$ cat src/rtl/pcatb_pkg.sv
package pcatb_pkg;
  typedef enum logic [1:0] {
    SRC_DIV_SLOW = 2'b00,
    SRC_DIV_FAST = 2'b01,
    SRC_TMR_OVF  = 2'b10,
    SRC_EXT_PIN  = 2'b11
  } src_e;

  localparam int unsigned DEF_BYTE_W   = 8;
  localparam int unsigned DEF_DIV_SLOW = 12;
  localparam int unsigned DEF_DIV_FAST = 4;
  localparam int unsigned DEF_SYNC     = 2;
endpackage

$ cat src/rtl/pcatb_divider.sv
module pcatb_divider #(
  parameter int unsigned DIV = 12
) (
  input  logic clk,
  input  logic rst_n,
  output logic tick
);
  localparam int unsigned PW = (DIV > 1) ? $clog2(DIV) : 1;
  localparam logic [PW-1:0] LAST = PW'(DIV - 1);

  logic [PW-1:0] phase;

  function automatic logic [PW-1:0] f_next_phase(input logic [PW-1:0] p);
    return (p == LAST) ? '0 : p + 1'b1;
  endfunction

  always_ff @(posedge clk) begin
    if (!rst_n) phase <= '0;
    else        phase <= f_next_phase(phase);
  end

  assign tick = (phase == LAST);
endmodule

$ cat src/rtl/pcatb_extsync.sv
module pcatb_extsync #(
  parameter int unsigned STAGES = 2
) (
  input  logic clk,
  input  logic rst_n,
  input  logic pin,
  output logic fall
);
  logic [STAGES-1:0] chain;
  logic              prev;

  generate
    for (genvar i = 0; i < STAGES; i++) begin : g_stage
      if (i == 0) begin : g_first
        always_ff @(posedge clk) begin
          if (!rst_n) chain[0] <= 1'b1;
          else        chain[0] <= pin;
        end
      end else begin : g_rest
        always_ff @(posedge clk) begin
          if (!rst_n) chain[i] <= 1'b1;
          else        chain[i] <= chain[i-1];
        end
      end
    end
  endgenerate

  always_ff @(posedge clk) begin
    if (!rst_n) prev <= 1'b1;
    else        prev <= chain[STAGES-1];
  end

  assign fall = prev & ~chain[STAGES-1];
endmodule

$ cat src/rtl/pcatb_counter.sv
module pcatb_counter #(
  parameter int unsigned BYTE_W = 8
) (
  input  logic                  clk,
  input  logic                  rst_n,
  input  logic                  run_en,
  input  logic                  tick,
  input  logic                  wr_lo,
  input  logic                  wr_hi,
  input  logic [BYTE_W-1:0]     wr_data,
  input  logic                  ovf_clr,
  output logic [2*BYTE_W-1:0]   count,
  output logic                  ovf_flag,
  output logic                  ovf_pulse,
  output logic                  wrap_evt
);
  localparam int unsigned CW = 2 * BYTE_W;

  function automatic logic [CW-1:0] f_step(input logic [CW-1:0] c);
    return c + 1'b1;
  endfunction

  function automatic logic f_at_top(input logic [CW-1:0] c);
    return &c;
  endfunction

  function automatic logic [CW-1:0] f_load(input logic [CW-1:0] c,
                                          input logic lo, input logic hi,
                                          input logic [BYTE_W-1:0] d);
    logic [CW-1:0] r;
    r = c;
    if (lo) r[BYTE_W-1:0]  = d;
    if (hi) r[CW-1:BYTE_W] = d;
    return r;
  endfunction

  logic any_wr;
  logic step_en;

  assign any_wr   = wr_lo | wr_hi;
  assign step_en  = run_en & tick & ~any_wr;
  assign wrap_evt = step_en & f_at_top(count);

  always_ff @(posedge clk) begin
    if (!rst_n) begin
      count     <= '0;
      ovf_flag  <= 1'b0;
      ovf_pulse <= 1'b0;
    end else begin
      if (any_wr)       count <= f_load(count, wr_lo, wr_hi, wr_data);
      else if (step_en) count <= f_step(count);
      ovf_pulse <= wrap_evt;
      if (wrap_evt)     ovf_flag <= 1'b1;
      else if (ovf_clr) ovf_flag <= 1'b0;
    end
  end
endmodule

$ cat src/rtl/pca_timebase.sv
module pca_timebase
  import pcatb_pkg::*;
#(
  parameter int unsigned BYTE_W   = DEF_BYTE_W,
  parameter int unsigned DIV_SLOW = DEF_DIV_SLOW,
  parameter int unsigned DIV_FAST = DEF_DIV_FAST,
  parameter int unsigned SYNC     = DEF_SYNC
) (
  input  logic                clk,
  input  logic                rst_n,
  input  logic [1:0]          src_sel,
  input  logic                run_en,
  input  logic                ovf_irq_en,
  input  logic                wr_lo,
  input  logic                wr_hi,
  input  logic [BYTE_W-1:0]   wr_data,
  input  logic                rd_sel,
  output logic [BYTE_W-1:0]   rd_data,
  input  logic                tmr_ovf_tick,
  input  logic                ext_clk_pin,
  input  logic                ovf_clr,
  output logic [2*BYTE_W-1:0] count_o,
  output logic                ovf_pulse,
  output logic                ovf_flag,
  output logic                irq
);
  localparam int unsigned CW = 2 * BYTE_W;

  logic tick_slow, tick_fast, ext_fall, sel_tick, wrap_evt;
  src_e src;

  assign src = src_e'(src_sel);

  pcatb_divider #(.DIV(DIV_SLOW)) u_div_slow (.clk(clk), .rst_n(rst_n), .tick(tick_slow));
  pcatb_divider #(.DIV(DIV_FAST)) u_div_fast (.clk(clk), .rst_n(rst_n), .tick(tick_fast));

  pcatb_extsync #(.STAGES(SYNC)) u_ext (
    .clk(clk), .rst_n(rst_n), .pin(ext_clk_pin), .fall(ext_fall)
  );

  always_comb begin
    unique case (src)
      SRC_DIV_SLOW: sel_tick = tick_slow;
      SRC_DIV_FAST: sel_tick = tick_fast;
      SRC_TMR_OVF:  sel_tick = tmr_ovf_tick;
      default:      sel_tick = ext_fall;
    endcase
  end

  pcatb_counter #(.BYTE_W(BYTE_W)) u_cnt (
    .clk(clk), .rst_n(rst_n), .run_en(run_en), .tick(sel_tick),
    .wr_lo(wr_lo), .wr_hi(wr_hi), .wr_data(wr_data), .ovf_clr(ovf_clr),
    .count(count_o), .ovf_flag(ovf_flag), .ovf_pulse(ovf_pulse),
    .wrap_evt(wrap_evt)
  );

  assign rd_data = rd_sel ? count_o[CW-1:BYTE_W] : count_o[BYTE_W-1:0];
  assign irq     = ovf_flag & ovf_irq_en;
endmodule

$ cat config.mk
export PLATFORM = sky130hd
export DESIGN_NAME = pca_timebase
export DESIGN_NICKNAME = d
export VERILOG_FILES = /design/src/rtl/pcatb_pkg.sv /design/src/rtl/pcatb_divider.sv /design/src/rtl/pcatb_extsync.sv /design/src/rtl/pcatb_counter.sv /design/src/rtl/pca_timebase.sv
export SDC_FILE = /design/constraint.sdc
export NUM_CORES = 1
export LEC_CHECK = 0
export CAP_MARGIN = 20
export CORE_MARGIN = 10
export CORE_UTILIZATION = 44
export CTS_BUF_LIST = sky130_fd_sc_hd__clkbuf_4
export DETAILED_ROUTE_END_ITERATION = 16
export GPL_TIMING_DRIVEN = 0
export HOLD_SLACK_MARGIN = 0.03
export PLACE_DENSITY = 0.78
export SLEW_MARGIN = 0
export SYNTH_ARGS = -nofsm -noshare
export SYNTH_HDL_FRONTEND = slang
export SYNTH_SLANG_ARGS = --single-unit
export TNS_END_PERCENT = 50
$ cat constraint.sdc
create_clock -name clk -period 2 [get_ports clk]
set_clock_uncertainty 0.05 [all_clocks]
set_input_delay 0.2 -clock clk [delete_from_list [all_inputs] [get_ports clk]]
set_output_delay 0.2 -clock clk [all_outputs]
set_load 0.02 [all_outputs]
After elaboration in Yosys (flattened, before gate mapping):

Cells that the tools add are included.

* bits in registers: 27
* latch bits: 0
* RAM bits: 0
* memory bits (read-only): 0
* bits of input ports: 20
* output and inout port bits: 27
* logic and storage cells: 43
* memories kept: 0

* add/subtract/negate cells: 3
* multipliers: 0
* div/mod/pow operators: 0
* magnitude comparators: 0
* eq/ne operators: 6
* shifts and indexed selects: 0
* multiplexer cells: 8
* bitwise operators: 9
* reduce and logical (&&, ||, !) cells: 8

Operators by type and width (number)
* $mux 16: 2
* $mux 8: 3
* $add 16x1->16 const B: 1
* $reduce_and 16->1: 1
* $and 1x1->1: 5
* $add 4x1->4 const B: 1
* $eq 2x2->1 const B: 2
* $eq 4x4->1 const B: 1
* $ne 2x2->1 const B: 2
* $reduce_and 2->1: 2
* $reduce_bool 2->1: 2
* $reduce_or 2->1: 2
* $not 1->1: 3
* $pmux 1 s3: 1
* $add 2x1->2 const B: 1
* $eq 2x1->1 const B: 1
* $logic_not 2->1: 1
* $mux 1: 2
* $or 1x1->1: 1

Logic depth before layout (Yosys ltp):

Gate-level depths: netlist (run 1).

* depth after elaboration: 7
* depth in mapped cells: 7
* mapped depth without buffers: 6

Modules after synthesis:

Synthesis (run 1) repeated with hierarchy kept, for this count alone.

* cell total of the unflattened synthesis: 180
* area, all modules: 1561.5 sq um

Modules (own cells, without submodules)
* pcatb_counter: instances 1, cells each 139, area each 1103.6 sq um, sequential area each 360.3 sq um
* pcatb_divider at u_div_slow: instances 1, cells each 18, area each 175.2 sq um, sequential area each 80.1 sq um
* pca_timebase: instances 1, cells each 11, area each 123.9 sq um, sequential area each 0.0 sq um
* pcatb_extsync: instances 1, cells each 7, area each 85.1 sq um, sequential area each 60.1 sq um
* pcatb_divider at u_div_fast: instances 1, cells each 5, area each 73.8 sq um, sequential area each 40.0 sq um

Worst setup path before layout (run 1):

Ideal clock, no wire load.

* path type: reg-to-reg
* start: register u_div_slow.phase[0]
* end: register u_cnt.count[12]
* library setup time: 119 ps
* arrival time: 1772 ps
* data required time: 1831 ps
* slack: 59 ps
* cell stages (with the launch flop): 7
* path buffers: 0
* clock period less this slack: 1941 ps
* cell sequence: dfxtp_1 -> ha_1 -> and3b_2 -> mux4_2 -> a21oi_4 -> a21oi_1 -> o221a_2

* longest elaborated chain between the ends: 6

RTL lines
* start: declaration: line pcatb_divider.sv:11 `logic [PW-1:0] phase;`
* start signal: assignment: line pcatb_divider.sv:19 `else phase <= f_next_phase(phase);`
* $eq 4x4->1: line pcatb_divider.sv:22 `assign tick = (phase == LAST);`
* $pmux 1 s3: line pca_timebase.sv:42 `unique case (src)`
* $and 1x1->1 (2 in series): line pcatb_counter.sv:41 `assign step_en = run_en & tick & ~any_wr;`
* $reduce_bool 2->1 (no line)
* $reduce_and 2->1 (no line)
* end signal: assignment: line pcatb_counter.sv:50 `if (any_wr) count <= f_load(count, wr_lo, wr_hi, wr_data);`
* end signal: assignment: line pcatb_counter.sv:51 `else if (step_en) count <= f_step(count);`
* end: declaration: line pcatb_counter.sv:12 `output logic [2*BYTE_W-1:0] count,`

No other way between the ends.
A chain may end at the register's enable or synchronous reset.

Worst setup path after layout (run 1):

Same ends and word-level chain as after synthesis.

==> results of run 1 <==
power by group through the flow:
stage	clock, mW	combinational [mW]	sequential, mW
2_1_floorplan	0	0.147	0.638
5_1_grt	0.285	0.351	0.625
3_5_place_dp	0	0.309	0.627
6_report	0.269	0.324	0.618
4_1_cts	0.270	0.319	0.617
3_3_place_gp	0	0.306	0.625
area by class of cell:
class                   count  area, um^2
plain buffers               8        32.5
fillers                   330        1360
inverters                   8        30.0
repair buffers             49         487
flip-flops and latches     27         549
well taps                  48        60.1
multi-input cells         156        1060
clock buffers               4        30.0
cells by family (layout without fill, tap and decap cells):
group / Yosys count / count (layout) / share of synthesized area [%]
AOI/OAI and AO/OA: 47 / 48 / 21.5
xor gates and xnor gates: 2 / 2 / 1.08
adders and majority gates: 3 / 3 / 2.31
buffers and inverters: 16 / 69 / 3.77
DFF: 27 / 27 / 33.2
muxes: 10 / 10 / 8.23
and+or+nand+nor: 93 / 93 / 29.9
worst paths after layout:
kind | from | endpoint | cells after the start
min reg2reg | u_ext.chain[0] | u_ext.chain[1] | 1
max | u_div_slow.phase[0] | u_cnt.count[12] | 6
min | ext_clk_pin | u_ext.chain[0] | 2
max reg2reg | u_div_slow.phase[0] | u_cnt.count[12] | 6
flip-flops by register name, summed over array words and instances (netlist names):
signal            cells
u_div_slow.phase      4
u_ext.chain           2
u_ext.prev            1
u_cnt.ovf_pulse       1
u_div_fast.phase      2
u_cnt.ovf_flag        1
u_cnt.count          16
stage by stage:
stage | cells | utilization [%] | total power, mW | area (um^2)
6_report | 300 | 62.4 | 1.21 | 2250
5_1_grt | 300 | 62.4 | 1.26 | 2250
4_1_cts | 298 | 61.5 | 1.21 | 2220
3_5_place_dp | 291 | 59.3 | 0.935 | 2140
3_3_place_gp | 291 | 59.3 | 0.931 | 2140
2_1_floorplan | 198 | - | 0.785 | 1630
synthesized netlist by cell type (3+ instances only):
cell type	instances	share of area (%)
nand2_1	35	8.1
nand2b_1	4	1.5
and3_1	3	1.2
and2_1	4	1.5
o22ai_1	6	2.3
nand4_1	5	1.9
nor2_1	8	1.8
a31oi_1	3	1.2
nor3b_1	3	1.4
a21oi_1	7	2.2
nor2b_1	4	1.5
nor3_1	5	1.5
o21ai_0	8	2.5
dfxtp_1	27	33
nand3_1	9	2.8
ha_1	3	2.3
and4_1	3	1.6
inv_1	8	1.8
mux2_2	7	4.8
clkbuf_1	7	1.6
o31ai_1	3	1.4
routing by layer:
layer	global-route usage [%]	routed length, um
met5	0	0
met1	19.6	2180
met2	28.0	2540
met3	3.42	427
met4	7.44	154
critical path, stage by stage (launching register included):
cell and delay [ns]:
dfxtp_4 0.39, ha_4 0.17, and3b_2 0.21, mux4_2 0.52
a21oi_4 0.25, a21oi_1 0.07, o221a_2 0.26
timing repair:
| action | 4_1_cts | 5_1_grt |
|---|---|---|
| gates cloned | 1 | 0 |
| endpoints found under the setup margin | 13 | 20 |
| setup buffers | 2 | 2 |
| pin swaps | 6 | 4 |
| gates resized for setup | 7 | 7 |
==> report_table.html, run 1 <==
<table>
<tr><th>Metric</th><th>Value</th></tr>
<tr><th colspan="2">Power and ir drop</th></tr>
<tr><td>Internal power component</td><td>0.825 mW</td></tr>
<tr><td>Max VDD drop</td><td>between 0.3 and 0.4 mV</td></tr>
<tr><td>Combinational Power Share</td><td>26.8%</td></tr>
<tr><td>Clock group share of total power</td><td>22.2%</td></tr>
<tr><td>Leak Pwr</td><td>0.813 nW</td></tr>
<tr><td>Sw Share</td><td>between 30% and 40%</td></tr>
<tr><td>Net switching power</td><td>0.386 mW</td></tr>
<tr><td>PD cells</td><td>539 nW/um^2</td></tr>
<tr><td>Part of the power in registers</td><td>51.0%</td></tr>
<tr><th colspan="2">Die</th></tr>
<tr><td>Area enclosed by the die boundary</td><td>6530 um^2</td></tr>
<tr><td>Total number of placement rows</td><td>22</td></tr>
<tr><td>Core Area</td><td>3610 um^2</td></tr>
<tr><td>Top-Level Pins</td><td>47</td></tr>
<tr><td>Y dimension of the die</td><td>between 80 and 90 um</td></tr>
<tr><td>Horizontal die dimension</td><td>80.8 um</td></tr>
<tr><td>Effective utilization at floorplan</td><td>45.1%</td></tr>
<tr><th colspan="2">Layout</th></tr>
<tr><td>Most frequent cells in the layout</td><td>clkdlybuf4s50_1 (44), nand2_1 (35), dfxtp_1 (22), nand3_1 (9)</td></tr>
<tr><td>Share of final-layout standard cells stronger than drive strength 1</td><td>14.7%</td></tr>
<tr><td>Area growth from synthesis to layout</td><td>38.3%</td></tr>
<tr><td>Antenna diode count</td><td>0</td></tr>
<tr><td>Most common cell after layout, fill and taps aside</td><td>clkdlybuf4s50_1</td></tr>
<tr><td>Number of nets in the layout</td><td>276</td></tr>
<tr><th colspan="2">Timing</th></tr>
<tr><td>Count of final hold-check violations</td><td>0</td></tr>
<tr><td>Unrepaired setup endpoints after global routing</td><td>yes</td></tr>
<tr><td>Max-slew violation count</td><td>0</td></tr>
<tr><td>Worst Slack Setup Final</td><td>0.00759 ns</td></tr>
<tr><td>F_max</td><td>502 MHz</td></tr>
<tr><td>Pin slew with the least headroom to its limit</td><td>0.482 ns</td></tr>
<tr><td>Number of setup violations in the final report</td><td>0</td></tr>
<tr><td>Min cycle time layout</td><td>about 2 ns</td></tr>
<tr><td>Post-Route Hold Slack</td><td>0.363 ns</td></tr>
<tr><td>Aggregate negative setup slack</td><td>0 ns</td></tr>
<tr><td>Worst-case headroom to the max-slew limit</td><td>67.7%</td></tr>
<tr><td>Share of the clock period used by the worst path after layout</td><td>about 100%</td></tr>
<tr><th colspan="2">Hold path</th></tr>
<tr><td>Worst min-delay path category</td><td>in2reg</td></tr>
<tr><th colspan="2">Critical path</th></tr>
<tr><td>Setup slack on the worst flop-to-flop path</td><td>between 0.007 and 0.008 ns</td></tr>
<tr><td>Arrival time at the worst endpoint</td><td>~2.2 ns</td></tr>
<tr><td>Critical path launch point type</td><td>register</td></tr>
<tr><td>CP endpoint kind</td><td>register</td></tr>
<tr><td>CP Data Required Time</td><td>between 2 and 2.5 ns</td></tr>
<tr><td>Type of the worst setup path</td><td>reg2reg</td></tr>
<tr><td>Critical path peak fanout</td><td>5</td></tr>
<tr><th colspan="2">Global routing</th></tr>
<tr><td>Residual overflow from global routing</td><td>0</td></tr>
<tr><td>GRT Overall Usage</td><td>16.5%</td></tr>
<tr><td>Number of antenna violations at the first check in global routing</td><td>0</td></tr>
<tr><td>Global-route wire length before repair</td><td>8830 um</td></tr>
<tr><td>Number of global-route vias before repair</td><td>between 1500 and 2000</td></tr>
<tr><td>Pin count of the biggest net entering global routing</td><td>15</td></tr>
<tr><th colspan="2">Clock network</th></tr>
<tr><td>Root buffer selected by CTS</td><td>clkbuf_4</td></tr>
<tr><td>Clock network latency to the later pin of the worst-skew pair</td><td>about 0.35 ns</td></tr>
<tr><td>Worst-path clk slew</td><td>0.16 ns</td></tr>
<tr><td>Number of clock sinks seen by CTS</td><td>27</td></tr>
<tr><td>Maximum level of the CTS H-tree</td><td>1</td></tr>
<tr><td>Clock Tree Buf Depth</td><td>2</td></tr>
<tr><td>Clock tree from TritonCTS</td><td>built</td></tr>
<tr><td>TritonCTS buffer count</td><td>3</td></tr>
<tr><td>Number of buffers inserted for hold repair after clock tree synthesis</td><td>0</td></tr>
<tr><th colspan="2">Placed design</th></tr>
<tr><td>Final estimated routing congestion in global placement</td><td>just under 1</td></tr>
<tr><td>Post-placement setup slack</td><td>-0.359 ns</td></tr>
<tr><td>DP Wirelength</td><td>3960 um</td></tr>
<tr><td>Port-buffer cells</td><td>45</td></tr>
<tr><th colspan="2">Synthesis</th></tr>
<tr><td>Number of register bits inferred by synthesis</td><td>27</td></tr>
<tr><td>Most frequently used flop master after synthesis</td><td>dfxtp_1</td></tr>
<tr><td>Proportion of synthesized flip-flops having asynchronous set or reset</td><td>0%</td></tr>
<tr><td>Number of synthesis warnings</td><td>0</td></tr>
<tr><td>Cell count after synthesis</td><td>between 150 and 200</td></tr>
<tr><td>Cell area after synthesis</td><td>around 1600 um^2</td></tr>
<tr><td>Number of nets in the synthesized netlist</td><td>roughly 220</td></tr>
<tr><td>Synthesized area per cell</td><td>a little over 8 um^2</td></tr>
<tr><td>Cell variety after synth</td><td>49</td></tr>
<tr><td>Sequential share of the synthesized area</td><td>33.2%</td></tr>
<tr><td>Number of synthesized flops with an enable pin</td><td>0</td></tr>
<tr><th colspan="2">Routing</th></tr>
<tr><td>Total iterations of the first detailed-routing run</td><td>4</td></tr>
<tr><td>Antenna Nets Post-Route</td><td>0</td></tr>
<tr><td>Iteration-0 DRC Markers</td><td>182</td></tr>
<tr><td>Drc violations</td><td>0</td></tr>
<tr><td>Overall via count from detail_route</td><td>~1800</td></tr>
<tr><td>DR WL/cell</td><td>about 18 um</td></tr>
<tr><td>Total length of routed wires</td><td>5300 um</td></tr>
<tr><td>Via/cell ratio</td><td>between 5 and 6</td></tr>
<tr><th colspan="2">Run</th></tr>
<tr><td>Max-cap viol count</td><td>0</td></tr>
<tr><th colspan="2">Run status</th></tr>
<tr><td>Result of the run</td><td>complete, no violations</td></tr>
</table>
Note: power is estimated with default switching activity, not from simulation.
==> inputs of run 2 (changes only) <==
Settings changed: ABC_AREA set to 1, ABC_CLOCK_PERIOD_IN_PS set to 2000, CORE_UTILIZATION 44 to 45, PLACE_DENSITY 0.78 to 0.79, SKIP_LAST_GASP set to 1.
==> run 2 against run 1 <==
Compared with the run above: the flow now finishes with violations (negative setup slack); power is 1.2% higher; global-route usage is 1.9 points lower; first-iteration DRC count is 31% lower; via count is 5.8% higher; synthesized area is 3.0% higher; utilization is 1.0 points lower.
==> report_table.html, run 2 <==
<table>
<tr><th>Metric</th><th>Value</th></tr>
<tr><th colspan="2">Power and ir drop</th></tr>
<tr><td>Combinational Power Share</td><td>27.8% (+1.0 points)</td></tr>
<tr><td>Leak Pwr</td><td>0.992 nW (+22%)</td></tr>
<tr><td>Clock group share of total power</td><td>21.4% (-0.8 points)</td></tr>
<tr><td>Sw Share</td><td>33.9% (+2.0 points)</td></tr>
<tr><td>Net switching power</td><td>0.416 mW (+7.6%)</td></tr>
<tr><td>PD cells</td><td>550 nW/um^2 (+2.1%)</td></tr>
<tr><td>Max VDD drop</td><td>0.275 mV (-16%)</td></tr>
<tr><td>Part of the power in registers</td><td>50.8% (-0.2 points)</td></tr>
<tr><td>Internal power component</td><td>0.810 mW (-1.8%)</td></tr>
<tr><th colspan="2">Timing</th></tr>
<tr><td>Count of final hold-check violations</td><td>0 (unchanged)</td></tr>
<tr><td>Pin slew with the least headroom to its limit</td><td>0.497 ns (+0.0143 ns)</td></tr>
<tr><td>Min cycle time layout</td><td>2.03 ns (+0.0387 ns)</td></tr>
<tr><td>Worst Slack Setup Final</td><td>-0.0311 ns (-0.0387 ns)</td></tr>
<tr><td>Number of setup violations in the final report</td><td>2 (+2)</td></tr>
<tr><td>F_max</td><td>492 MHz (-1.9%)</td></tr>
<tr><td>Worst-case headroom to the max-slew limit</td><td>66.9% (-0.83 points)</td></tr>
<tr><td>Unrepaired setup endpoints after global routing</td><td>yes</td></tr>
<tr><td>Max-slew violation count</td><td>0 (unchanged)</td></tr>
<tr><td>Share of the clock period used by the worst path after layout</td><td>102% (+1.9 points)</td></tr>
<tr><th colspan="2">Die</th></tr>
<tr><td>Total number of placement rows</td><td>22 (unchanged)</td></tr>
<tr><td>Effective utilization at floorplan</td><td>46.1% (+1.0 points)</td></tr>
<tr><td>Horizontal die dimension</td><td>81.0 um (+0.27%)</td></tr>
<tr><td>Core Area</td><td>3630 um^2 (+0.76%)</td></tr>
<tr><td>Area enclosed by the die boundary</td><td>6560 um^2 (+0.53%)</td></tr>
<tr><td>Y dimension of the die</td><td>81.0 um (+0.27%)</td></tr>
<tr><td>Top-Level Pins</td><td>47 (unchanged)</td></tr>
<tr><th colspan="2">Synthesis</th></tr>
<tr><td>Parity-gate share of the synthesized area counting xor and xnor cells</td><td>0.523% (-0.55 points)</td></tr>
<tr><td>Cell count after synthesis</td><td>273 (+38%)</td></tr>
<tr><td>Multiplexer fraction of the synthesized cell area</td><td>0% (-8.2 points)</td></tr>
<tr><td>Synthesized area per cell</td><td>6.14 um^2 (-25%)</td></tr>
<tr><td>Cell area after synthesis</td><td>1680 um^2 (+3.0%)</td></tr>
<tr><td>Number of nets in the synthesized netlist</td><td>296 (+34%)</td></tr>
<tr><td>Cell with the most instances after synthesis</td><td>nand2_1</td></tr>
<tr><td>Number of register bits inferred by synthesis</td><td>27 (unchanged)</td></tr>
<tr><td>Cell types with the highest counts after synthesis</td><td>nand2_1 (79), nor2_1 (49), inv_1 (31)</td></tr>
<tr><td>Synthesized-area fraction occupied by adder cells</td><td>2.24% (-0.067 points)</td></tr>
<tr><td>Fraction of the mapped netlist area in simple logic gates</td><td>42.6% (+13 points)</td></tr>
<tr><td>Number of synthesized flops with an enable pin</td><td>0 (unchanged)</td></tr>
<tr><td>Cell variety after synth</td><td>26 (-47%)</td></tr>
<tr><td>Proportion of synthesized flip-flops having asynchronous set or reset</td><td>0% (unchanged)</td></tr>
<tr><td>Most frequently used flop master after synthesis</td><td>dfxtp_1</td></tr>
<tr><td>Library cell occupying the most area in the post-synthesis netlist</td><td>dfxtp_1</td></tr>
<tr><td>Largest family of logic cells by synthesized area</td><td>simple AND/OR/NAND/NOR gates</td></tr>
<tr><td>Number of synthesis warnings</td><td>0 (unchanged)</td></tr>
<tr><td>Ranking of synthesized cells by area</td><td>dfxtp_1 (32%), nand2_1 (18%), nor2_1 (11%)</td></tr>
<tr><td>Area share of the largest cell type after synthesis</td><td>32.3% (-0.97 points)</td></tr>
<tr><td>Compound-gate portion of the synthesized area</td><td>12.7% (-8.8 points)</td></tr>
<tr><td>Sequential share of the synthesized area</td><td>32.3% (-0.97 points)</td></tr>
<tr><th colspan="2">Critical path</th></tr>
<tr><td>Setup slack on the worst flop-to-flop path</td><td>0.38 ns (+0.37 ns)</td></tr>
<tr><td>Critical path launch point type</td><td>input port</td></tr>
<tr><td>Source of the critical timing path</td><td>rd_sel</td></tr>
<tr><td>CP endpoint kind</td><td>output port</td></tr>
<tr><td>Type of the worst setup path</td><td>in2out</td></tr>
<tr><td>CP Data Required Time</td><td>1.75 ns (-0.46 ns)</td></tr>
<tr><td>Startpoint of the most critical register-to-register path</td><td>u_cnt.count[1]</td></tr>
<tr><td>Critical path peak fanout</td><td>10 (+5)</td></tr>
<tr><td>Reg-to-Reg End</td><td>u_cnt.count[10]</td></tr>
<tr><td>Arrival time at the worst endpoint</td><td>1.78 ns (-0.43 ns)</td></tr>
<tr><td>Worst r2r path cells</td><td>10 (+4)</td></tr>
<tr><th colspan="2">Placed design</th></tr>
<tr><td>Post-Place Cells</td><td>367 (+26%)</td></tr>
<tr><td>DP Wirelength</td><td>3730 um (-5.8%)</td></tr>
<tr><td>Final estimated routing congestion in global placement</td><td>0.905 (-6.7%)</td></tr>
<tr><td>Post-Place Cell Area</td><td>2200 um^2 (+2.8%)</td></tr>
<tr><td>Port-buffer cells</td><td>46 (+2.2%)</td></tr>
<tr><th colspan="2">Clock network</th></tr>
<tr><td>Worst-path clk slew</td><td>0.15 ns (about the same)</td></tr>
<tr><td>Maximum level of the CTS H-tree</td><td>1 (unchanged)</td></tr>
<tr><td>Clock Tree Buf Depth</td><td>2 (unchanged)</td></tr>
<tr><td>Clock network latency to the later pin of the worst-skew pair</td><td>0.35 ns (about the same)</td></tr>
<tr><td>TritonCTS buffer count</td><td>3 (unchanged)</td></tr>
<tr><td>Root buffer selected by CTS</td><td>clkbuf_4</td></tr>
<tr><td>Clock tree from TritonCTS</td><td>built</td></tr>
<tr><td>Number of clock sinks seen by CTS</td><td>27 (unchanged)</td></tr>
<tr><th colspan="2">Routing</th></tr>
<tr><td>Iteration-0 DRC Markers</td><td>125 (-31%)</td></tr>
<tr><td>Via/cell ratio</td><td>5.02 (-14%)</td></tr>
<tr><td>Overall via count from detail_route</td><td>1864 (+5.8%)</td></tr>
<tr><td>DR WL/cell</td><td>12.7 um (-28%)</td></tr>
<tr><td>Drc violations</td><td>0 (unchanged)</td></tr>
<tr><td>Total length of routed wires</td><td>4710 um (-11%)</td></tr>
<tr><td>Total iterations of the first detailed-routing run</td><td>4 (unchanged)</td></tr>
<tr><td>Antenna Nets Post-Route</td><td>0 (unchanged)</td></tr>
<tr><th colspan="2">Layout</th></tr>
<tr><td>Sequential cell area</td><td>541 um^2 (-1.6%)</td></tr>
<tr><td>Register with the highest flop count</td><td>u_cnt.count</td></tr>
<tr><td>Share of final-layout standard cells stronger than drive strength 1</td><td>5.88% (-8.8 points)</td></tr>
<tr><td>Number of standard cells in the final layout excluding fillers</td><td>371 (+24%)</td></tr>
<tr><td>Multi-input combinational cell area</td><td>973 um^2 (-8.3%)</td></tr>
<tr><td>Largest regs</td><td>u_cnt.count: 16 flops, u_div_slow.phase: 4 flops</td></tr>
<tr><td>Most common cell after layout, fill and taps aside</td><td>nand2_1</td></tr>
<tr><td>Antenna diode count</td><td>0 (unchanged)</td></tr>
<tr><td>Number of nets in the layout</td><td>347 (+26%)</td></tr>
<tr><td>Count of filler cells inserted in the layout</td><td>381 (+15%)</td></tr>
<tr><td>Area growth from synthesis to layout</td><td>33.1%</td></tr>
<tr><td>Most frequent cells in the layout</td><td>nand2_1 (79), nor2_1 (49), clkdlybuf4s50_1 (40), inv_1 (31), dfxtp_1 (27)</td></tr>
<tr><td>Flip-flop count of the largest register, all copies and words added</td><td>16 (unchanged)</td></tr>
<tr><td>Cell area after layout</td><td>2230 um^2 (-0.89%)</td></tr>
<tr><th colspan="2">Global routing</th></tr>
<tr><td>Global routing usage on met3</td><td>2.98% (-0.44 points)</td></tr>
<tr><td>GRT Overall Usage</td><td>14.6% (-1.9 points)</td></tr>
<tr><td>Met1 demand-to-capacity share in global routing</td><td>18.0% (-1.5 points)</td></tr>
<tr><td>Fraction of met2 tracks used by global routing</td><td>24.7% (-3.3 points)</td></tr>
<tr><td>Layer carrying the most global-route usage</td><td>met2</td></tr>
<tr><td>Global-route wire length before repair</td><td>7760 um (-12%)</td></tr>
<tr><td>Residual overflow from global routing</td><td>0 (unchanged)</td></tr>
<tr><td>Number of antenna violations at the first check in global routing</td><td>0 (unchanged)</td></tr>
<tr><td>Pin count of the biggest net entering global routing</td><td>17 (+2)</td></tr>
<tr><td>Number of global-route vias before repair</td><td>1666 (-6.7%)</td></tr>
<tr><th colspan="2">Hold path</th></tr>
<tr><td>Worst min-delay path category</td><td>in2reg</td></tr>
<tr><td>Depth of the worst hold-timing path</td><td>2 (unchanged)</td></tr>
<tr><td>Endpoint of the worst hold-timing path</td><td>u_ext.chain[0]</td></tr>
<tr><td>Min-delay src</td><td>ext_clk_pin</td></tr>
<tr><th colspan="2">Run</th></tr>
<tr><td>Max-cap viol count</td><td>0 (unchanged)</td></tr>
<tr><th colspan="2">Run status</th></tr>
<tr><td>Result of the run</td><td>complete, but fails checks</td></tr>
<tr><td>Failing checks</td><td>negative setup slack</td></tr>
</table>
run 2: critical path, stage by stage:
cell	delay, ns
clkdlybuf4s50_1	0.54
clkbuf_4	0.26
a21oi_1	0.16
clkdlybuf4s50_1	0.63
run 2: worst max-delay path by stage:
stage / endpoint / slack (ns) / cells past startpoint
6_report: rd_data[2] / -0.03 / 4
5_1_grt: rd_data[2] / -0.09 / 4
4_1_cts: rd_data[6] / -0.09 / 5
3_5_place_dp: rd_data[3] / -0.31 / 5
3_3_place_gp: rd_data[4] / -0.29 / 5
2_1_floorplan: u_cnt.count[10] / 0.43 / 10
run 2: timing repair:
item / CTS / global route
setup endpoints to repair: 8 / 4
cloned: 0 / 0
endpoints found under the hold margin: 0 / 0
hold buffers: 0 / 0
gates resized for setup: 6 / 2
buffers inserted: 0 / 0
run 2: cells by family (layout without fill, tap and decap cells):
logic type      Yosys count  count (layout)
fa+ha+maj                 3               3
flops                    27              27
compound gates           39              39
buf+inv                  38              88
simple gates            165             165
xor+xnor                  1               1
run 2: power groups by stage:
stage / clock, mW / combinational [mW] / sequential (mW)
global route: 0.285 / 0.378 / 0.629
detailed placement: 0 / 0.348 / 0.634
CTS: 0.266 / 0.345 / 0.623
finish: 0.262 / 0.341 / 0.623
floorplan: 0 / 0.166 / 0.652
global placement: 0 / 0.343 / 0.633
run 2: through the flow:
step                total power, mW  setup TNS [ns]  setup slack (ns)  hold WS (ns)  utilization (%)
finish                         1.23         -0.0563           -0.0311         0.362             61.4
floorplan                     0.818               0             0.430         0.257                -
global placement              0.976           -1.84            -0.291         0.346             60.4
CTS                            1.23          -0.215           -0.0890         0.356             61.2
detailed placement            0.982           -1.95            -0.310         0.348             60.4
global route                   1.29          -0.169           -0.0868         0.348             61.4
run 2: area by class of cell:
| type | count | area share (%) |
|---|---|---|
| inverters | 32 | 5.50 |
| clock inverters | 1 | 0.337 |
| plain buffers | 6 | 1.91 |
| repair buffers | 46 | 20.7 |
| multi-input cells | 208 | 43.7 |
| well taps | 48 | 2.69 |
| clock buffers | 3 | 1.01 |
| flip-flops and latches | 27 | 24.2 |
run 2: layer usage:
layer	routed length, um	vias to the layer above
met5	0	-
met1	1990	816
met2	2190	73
met4	68	0
met3	456	8
li1	-	967
==> inputs of run 3 (changes only) <==
Settings changed: TNS_END_PERCENT 50 to not set.
==> run 3 against run 2 <==
Compared with the run above: critical path depth increased by 1; sequential power about the same; first-iteration DRC count grew 34%; the run now ends clean; power is 0.35% lower; die area unchanged.
==> report_table.html, run 3 (synthesis results as in run 2) <==
<table>
<tr><th>Metric</th><th>Value</th></tr>
<tr><th colspan="2">Global routing</th></tr>
<tr><td>Number of antenna violations at the first check in global routing</td><td>0 (unchanged)</td></tr>
<tr><td>GRT Overall Usage</td><td>14.6% (-0.045 points)</td></tr>
<tr><td>Pin count of the biggest net entering global routing</td><td>17 (unchanged)</td></tr>
<tr><td>Global-route wire length before repair</td><td>7730 um (-0.27%)</td></tr>
<tr><td>Residual overflow from global routing</td><td>0 (unchanged)</td></tr>
<tr><td>Number of global-route vias before repair</td><td>1661 (-0.30%)</td></tr>
<tr><th colspan="2">Timing</th></tr>
<tr><td>Max-slew violation count</td><td>0 (unchanged)</td></tr>
<tr><td>Unrepaired setup endpoints after global routing</td><td>no</td></tr>
<tr><td>Share of the clock period used by the worst path after layout</td><td>93.7% (-7.8 points)</td></tr>
<tr><td>Worst Slack Setup Final</td><td>0.125 ns (+0.156 ns)</td></tr>
<tr><td>Aggregate negative setup slack</td><td>0 ns (+0.0563 ns)</td></tr>
<tr><td>Pin slew with the least headroom to its limit</td><td>0.503 ns (+0.00648 ns)</td></tr>
<tr><td>Min cycle time layout</td><td>1.87 ns (-0.156 ns)</td></tr>
<tr><td>F_max</td><td>533 MHz (+8.3%)</td></tr>
<tr><td>Count of final hold-check violations</td><td>0 (unchanged)</td></tr>
<tr><td>Number of setup violations in the final report</td><td>0 (-2)</td></tr>
<tr><td>Worst-case headroom to the max-slew limit</td><td>66.5% (-0.43 points)</td></tr>
<tr><th colspan="2">Critical path</th></tr>
<tr><td>Type of the worst setup path</td><td>in2out</td></tr>
<tr><td>Critical path launch point type</td><td>input port</td></tr>
<tr><td>Setup slack on the worst flop-to-flop path</td><td>0.37 ns (about the same)</td></tr>
<tr><td>Arrival time at the worst endpoint</td><td>1.62 ns (-0.16 ns)</td></tr>
<tr><td>Reg-to-Reg End</td><td>u_cnt.count[10]</td></tr>
<tr><td>Worst r2r path cells</td><td>10 (unchanged)</td></tr>
<tr><td>CP Data Required Time</td><td>1.75 ns (about the same)</td></tr>
<tr><td>CP endpoint kind</td><td>output port</td></tr>
<tr><td>Startpoint of the most critical register-to-register path</td><td>u_cnt.count[1]</td></tr>
<tr><td>Critical path peak fanout</td><td>10 (unchanged)</td></tr>
<tr><th colspan="2">Die</th></tr>
<tr><td>Effective utilization at floorplan</td><td>46.1% (unchanged)</td></tr>
<tr><td>Core Area</td><td>3630 um^2 (unchanged)</td></tr>
<tr><td>Area enclosed by the die boundary</td><td>6560 um^2 (unchanged)</td></tr>
<tr><td>Horizontal die dimension</td><td>81.0 um (unchanged)</td></tr>
<tr><td>Total number of placement rows</td><td>22 (unchanged)</td></tr>
<tr><td>Top-Level Pins</td><td>47 (unchanged)</td></tr>
<tr><td>Y dimension of the die</td><td>81.0 um (unchanged)</td></tr>
<tr><th colspan="2">Power and ir drop</th></tr>
<tr><td>Max VDD drop</td><td>0.273 mV (-0.56%)</td></tr>
<tr><td>Total power draw</td><td>1.22 mW (-0.35%)</td></tr>
<tr><td>Leak Pwr</td><td>0.973 nW (-1.9%)</td></tr>
<tr><td>PD cells</td><td>550 nW/um^2 (about the same)</td></tr>
<tr><th colspan="2">Clock network</th></tr>
<tr><td>Maximum level of the CTS H-tree</td><td>1 (unchanged)</td></tr>
<tr><td>Root buffer selected by CTS</td><td>clkbuf_4</td></tr>
<tr><td>TritonCTS buffer count</td><td>3 (unchanged)</td></tr>
<tr><td>Clock Tree Buf Depth</td><td>2 (unchanged)</td></tr>
<tr><td>Clock network latency to the later pin of the worst-skew pair</td><td>0.35 ns (about the same)</td></tr>
<tr><td>Number of clock sinks seen by CTS</td><td>27 (unchanged)</td></tr>
<tr><td>Worst-path clk slew</td><td>0.15 ns (about the same)</td></tr>
<tr><td>Clock tree from TritonCTS</td><td>built</td></tr>
<tr><th colspan="2">Layout</th></tr>
<tr><td>Number of nets in the layout</td><td>347 (unchanged)</td></tr>
<tr><td>Cell area after layout</td><td>2220 um^2 (-0.45%)</td></tr>
<tr><td>Area growth from synthesis to layout</td><td>32.5%</td></tr>
<tr><td>Count of filler cells inserted in the layout</td><td>384 (+0.79%)</td></tr>
<tr><td>Register with the highest flop count</td><td>u_cnt.count</td></tr>
<tr><td>Number of standard cells in the final layout excluding fillers</td><td>371 (unchanged)</td></tr>
<tr><td>Flip-flop count of the largest register, all copies and words added</td><td>16 (unchanged)</td></tr>
<tr><td>Sequential cell area</td><td>541 um^2 (unchanged)</td></tr>
<tr><td>Largest regs</td><td>u_cnt.count: 16 flops, u_div_slow.phase: 4 flops</td></tr>
<tr><td>Share of final-layout standard cells stronger than drive strength 1</td><td>5.88% (unchanged)</td></tr>
<tr><td>Most common cell after layout, fill and taps aside</td><td>nand2_1</td></tr>
<tr><td>Multi-input combinational cell area</td><td>973 um^2 (unchanged)</td></tr>
<tr><td>Antenna diode count</td><td>0 (unchanged)</td></tr>
<tr><td>Most frequent cells in the layout</td><td>nand2_1 (79), nor2_1 (49), clkdlybuf4s50_1 (38), inv_1 (31), dfxtp_1 (27)</td></tr>
<tr><th colspan="2">Placed design</th></tr>
<tr><td>Port-buffer cells</td><td>46 (unchanged)</td></tr>
<tr><td>Post-Place Cell Area</td><td>2200 um^2 (unchanged)</td></tr>
<tr><td>Post-placement setup slack</td><td>-0.310 ns (unchanged)</td></tr>
<tr><td>Post-Place Cells</td><td>367 (unchanged)</td></tr>
<tr><td>DP Wirelength</td><td>3730 um (unchanged)</td></tr>
<tr><td>Final estimated routing congestion in global placement</td><td>0.905 (unchanged)</td></tr>
<tr><th colspan="2">Routing</th></tr>
<tr><td>Detailed-routing wirelength on met1</td><td>2070 um (+3.6%)</td></tr>
<tr><td>Total iterations of the first detailed-routing run</td><td>4 (unchanged)</td></tr>
<tr><td>Met2 layer wire length in the routed design</td><td>2210 um (+0.73%)</td></tr>
<tr><td>Drc violations</td><td>0 (unchanged)</td></tr>
<tr><td>Overall via count from detail_route</td><td>1852 (-0.64%)</td></tr>
<tr><td>Iteration-0 DRC Markers</td><td>167 (+34%)</td></tr>
<tr><td>Antenna Nets Post-Route</td><td>0 (unchanged)</td></tr>
<tr><td>DR WL/cell</td><td>12.7 um (about the same)</td></tr>
<tr><td>Via/cell ratio</td><td>4.99 (-0.64%)</td></tr>
<tr><td>Total length of routed wires</td><td>4710 um (about the same)</td></tr>
<tr><td>Met3 Routed Length</td><td>383 um (-16%)</td></tr>
<tr><td>Uppermost layer routed</td><td>met4</td></tr>
<tr><th colspan="2">Run status</th></tr>
<tr><td>Result of the run</td><td>complete, no violations</td></tr>
<tr><th colspan="2">Hold path</th></tr>
<tr><td>Endpoint of the worst hold-timing path</td><td>u_ext.chain[0]</td></tr>
<tr><td>Min-delay src</td><td>ext_clk_pin</td></tr>
<tr><td>Depth of the worst hold-timing path</td><td>2 (unchanged)</td></tr>
<tr><td>Worst min-delay path category</td><td>in2reg</td></tr>
<tr><th colspan="2">Run</th></tr>
<tr><td>Max-cap viol count</td><td>0 (unchanged)</td></tr>
</table>
## run 3: worst max path at each step
stage,depth (start not counted),to,start
floorplan,10,u_cnt.count[10],u_cnt.count[1]
global placement,5,rd_data[4],rd_sel
detailed placement,5,rd_data[3],rd_sel
CTS,5,rd_data[3],rd_sel
global route,5,rd_data[3],rd_sel
finish,5,rd_data[3],rd_sel
## run 3: area by class of cell
class,instances,share of cell area [%]
buffer,6,1.92
clock buffer,3,1.01
clock inverter,1,0.338
inverter,32,5.52
multi-input combinational,208,43.9
sequential,27,24.4
tap,48,2.71
timing repair buffer,46,20.3
## run 3: power breakdown
group          switching [mW]  internal [mW]
sequential             0.0475          0.576
combinational           0.183          0.153
clock                   0.185         0.0770
## run 3: metrics by stage
| stage | hold WS [ns] | util (%) |
|---|---|---|
| after detailed placement | 0.348 | 60.4 |
| after CTS | 0.356 | 61.1 |
| after global routing | 0.348 | 61.1 |
| final | 0.361 | 61.1 |
| after floorplan | 0.257 | - |
| after global placement | 0.346 | 60.4 |
## run 3: timing repair
item | CTS | global route
gates resized for setup | 10 | 0
buffers inserted | 0 | 0
hold buffers | 0 | 0
setup endpoints to repair | 8 | 0
## run 3: worst max-delay path, stage by stage
cell             delay [ns]
clkdlybuf4s50_1        0.61
clkbuf_4               0.27
nand2_1                0.06
o21ai_0                0.11
dlygate4sd2_1          0.37
## run 3: per-layer routing
metal  GRT usage (%)  up-vias
li1                -      968
met1            17.9      812
met2            24.9       67
met3            2.76        5
met4            5.19        0
met5               0        -
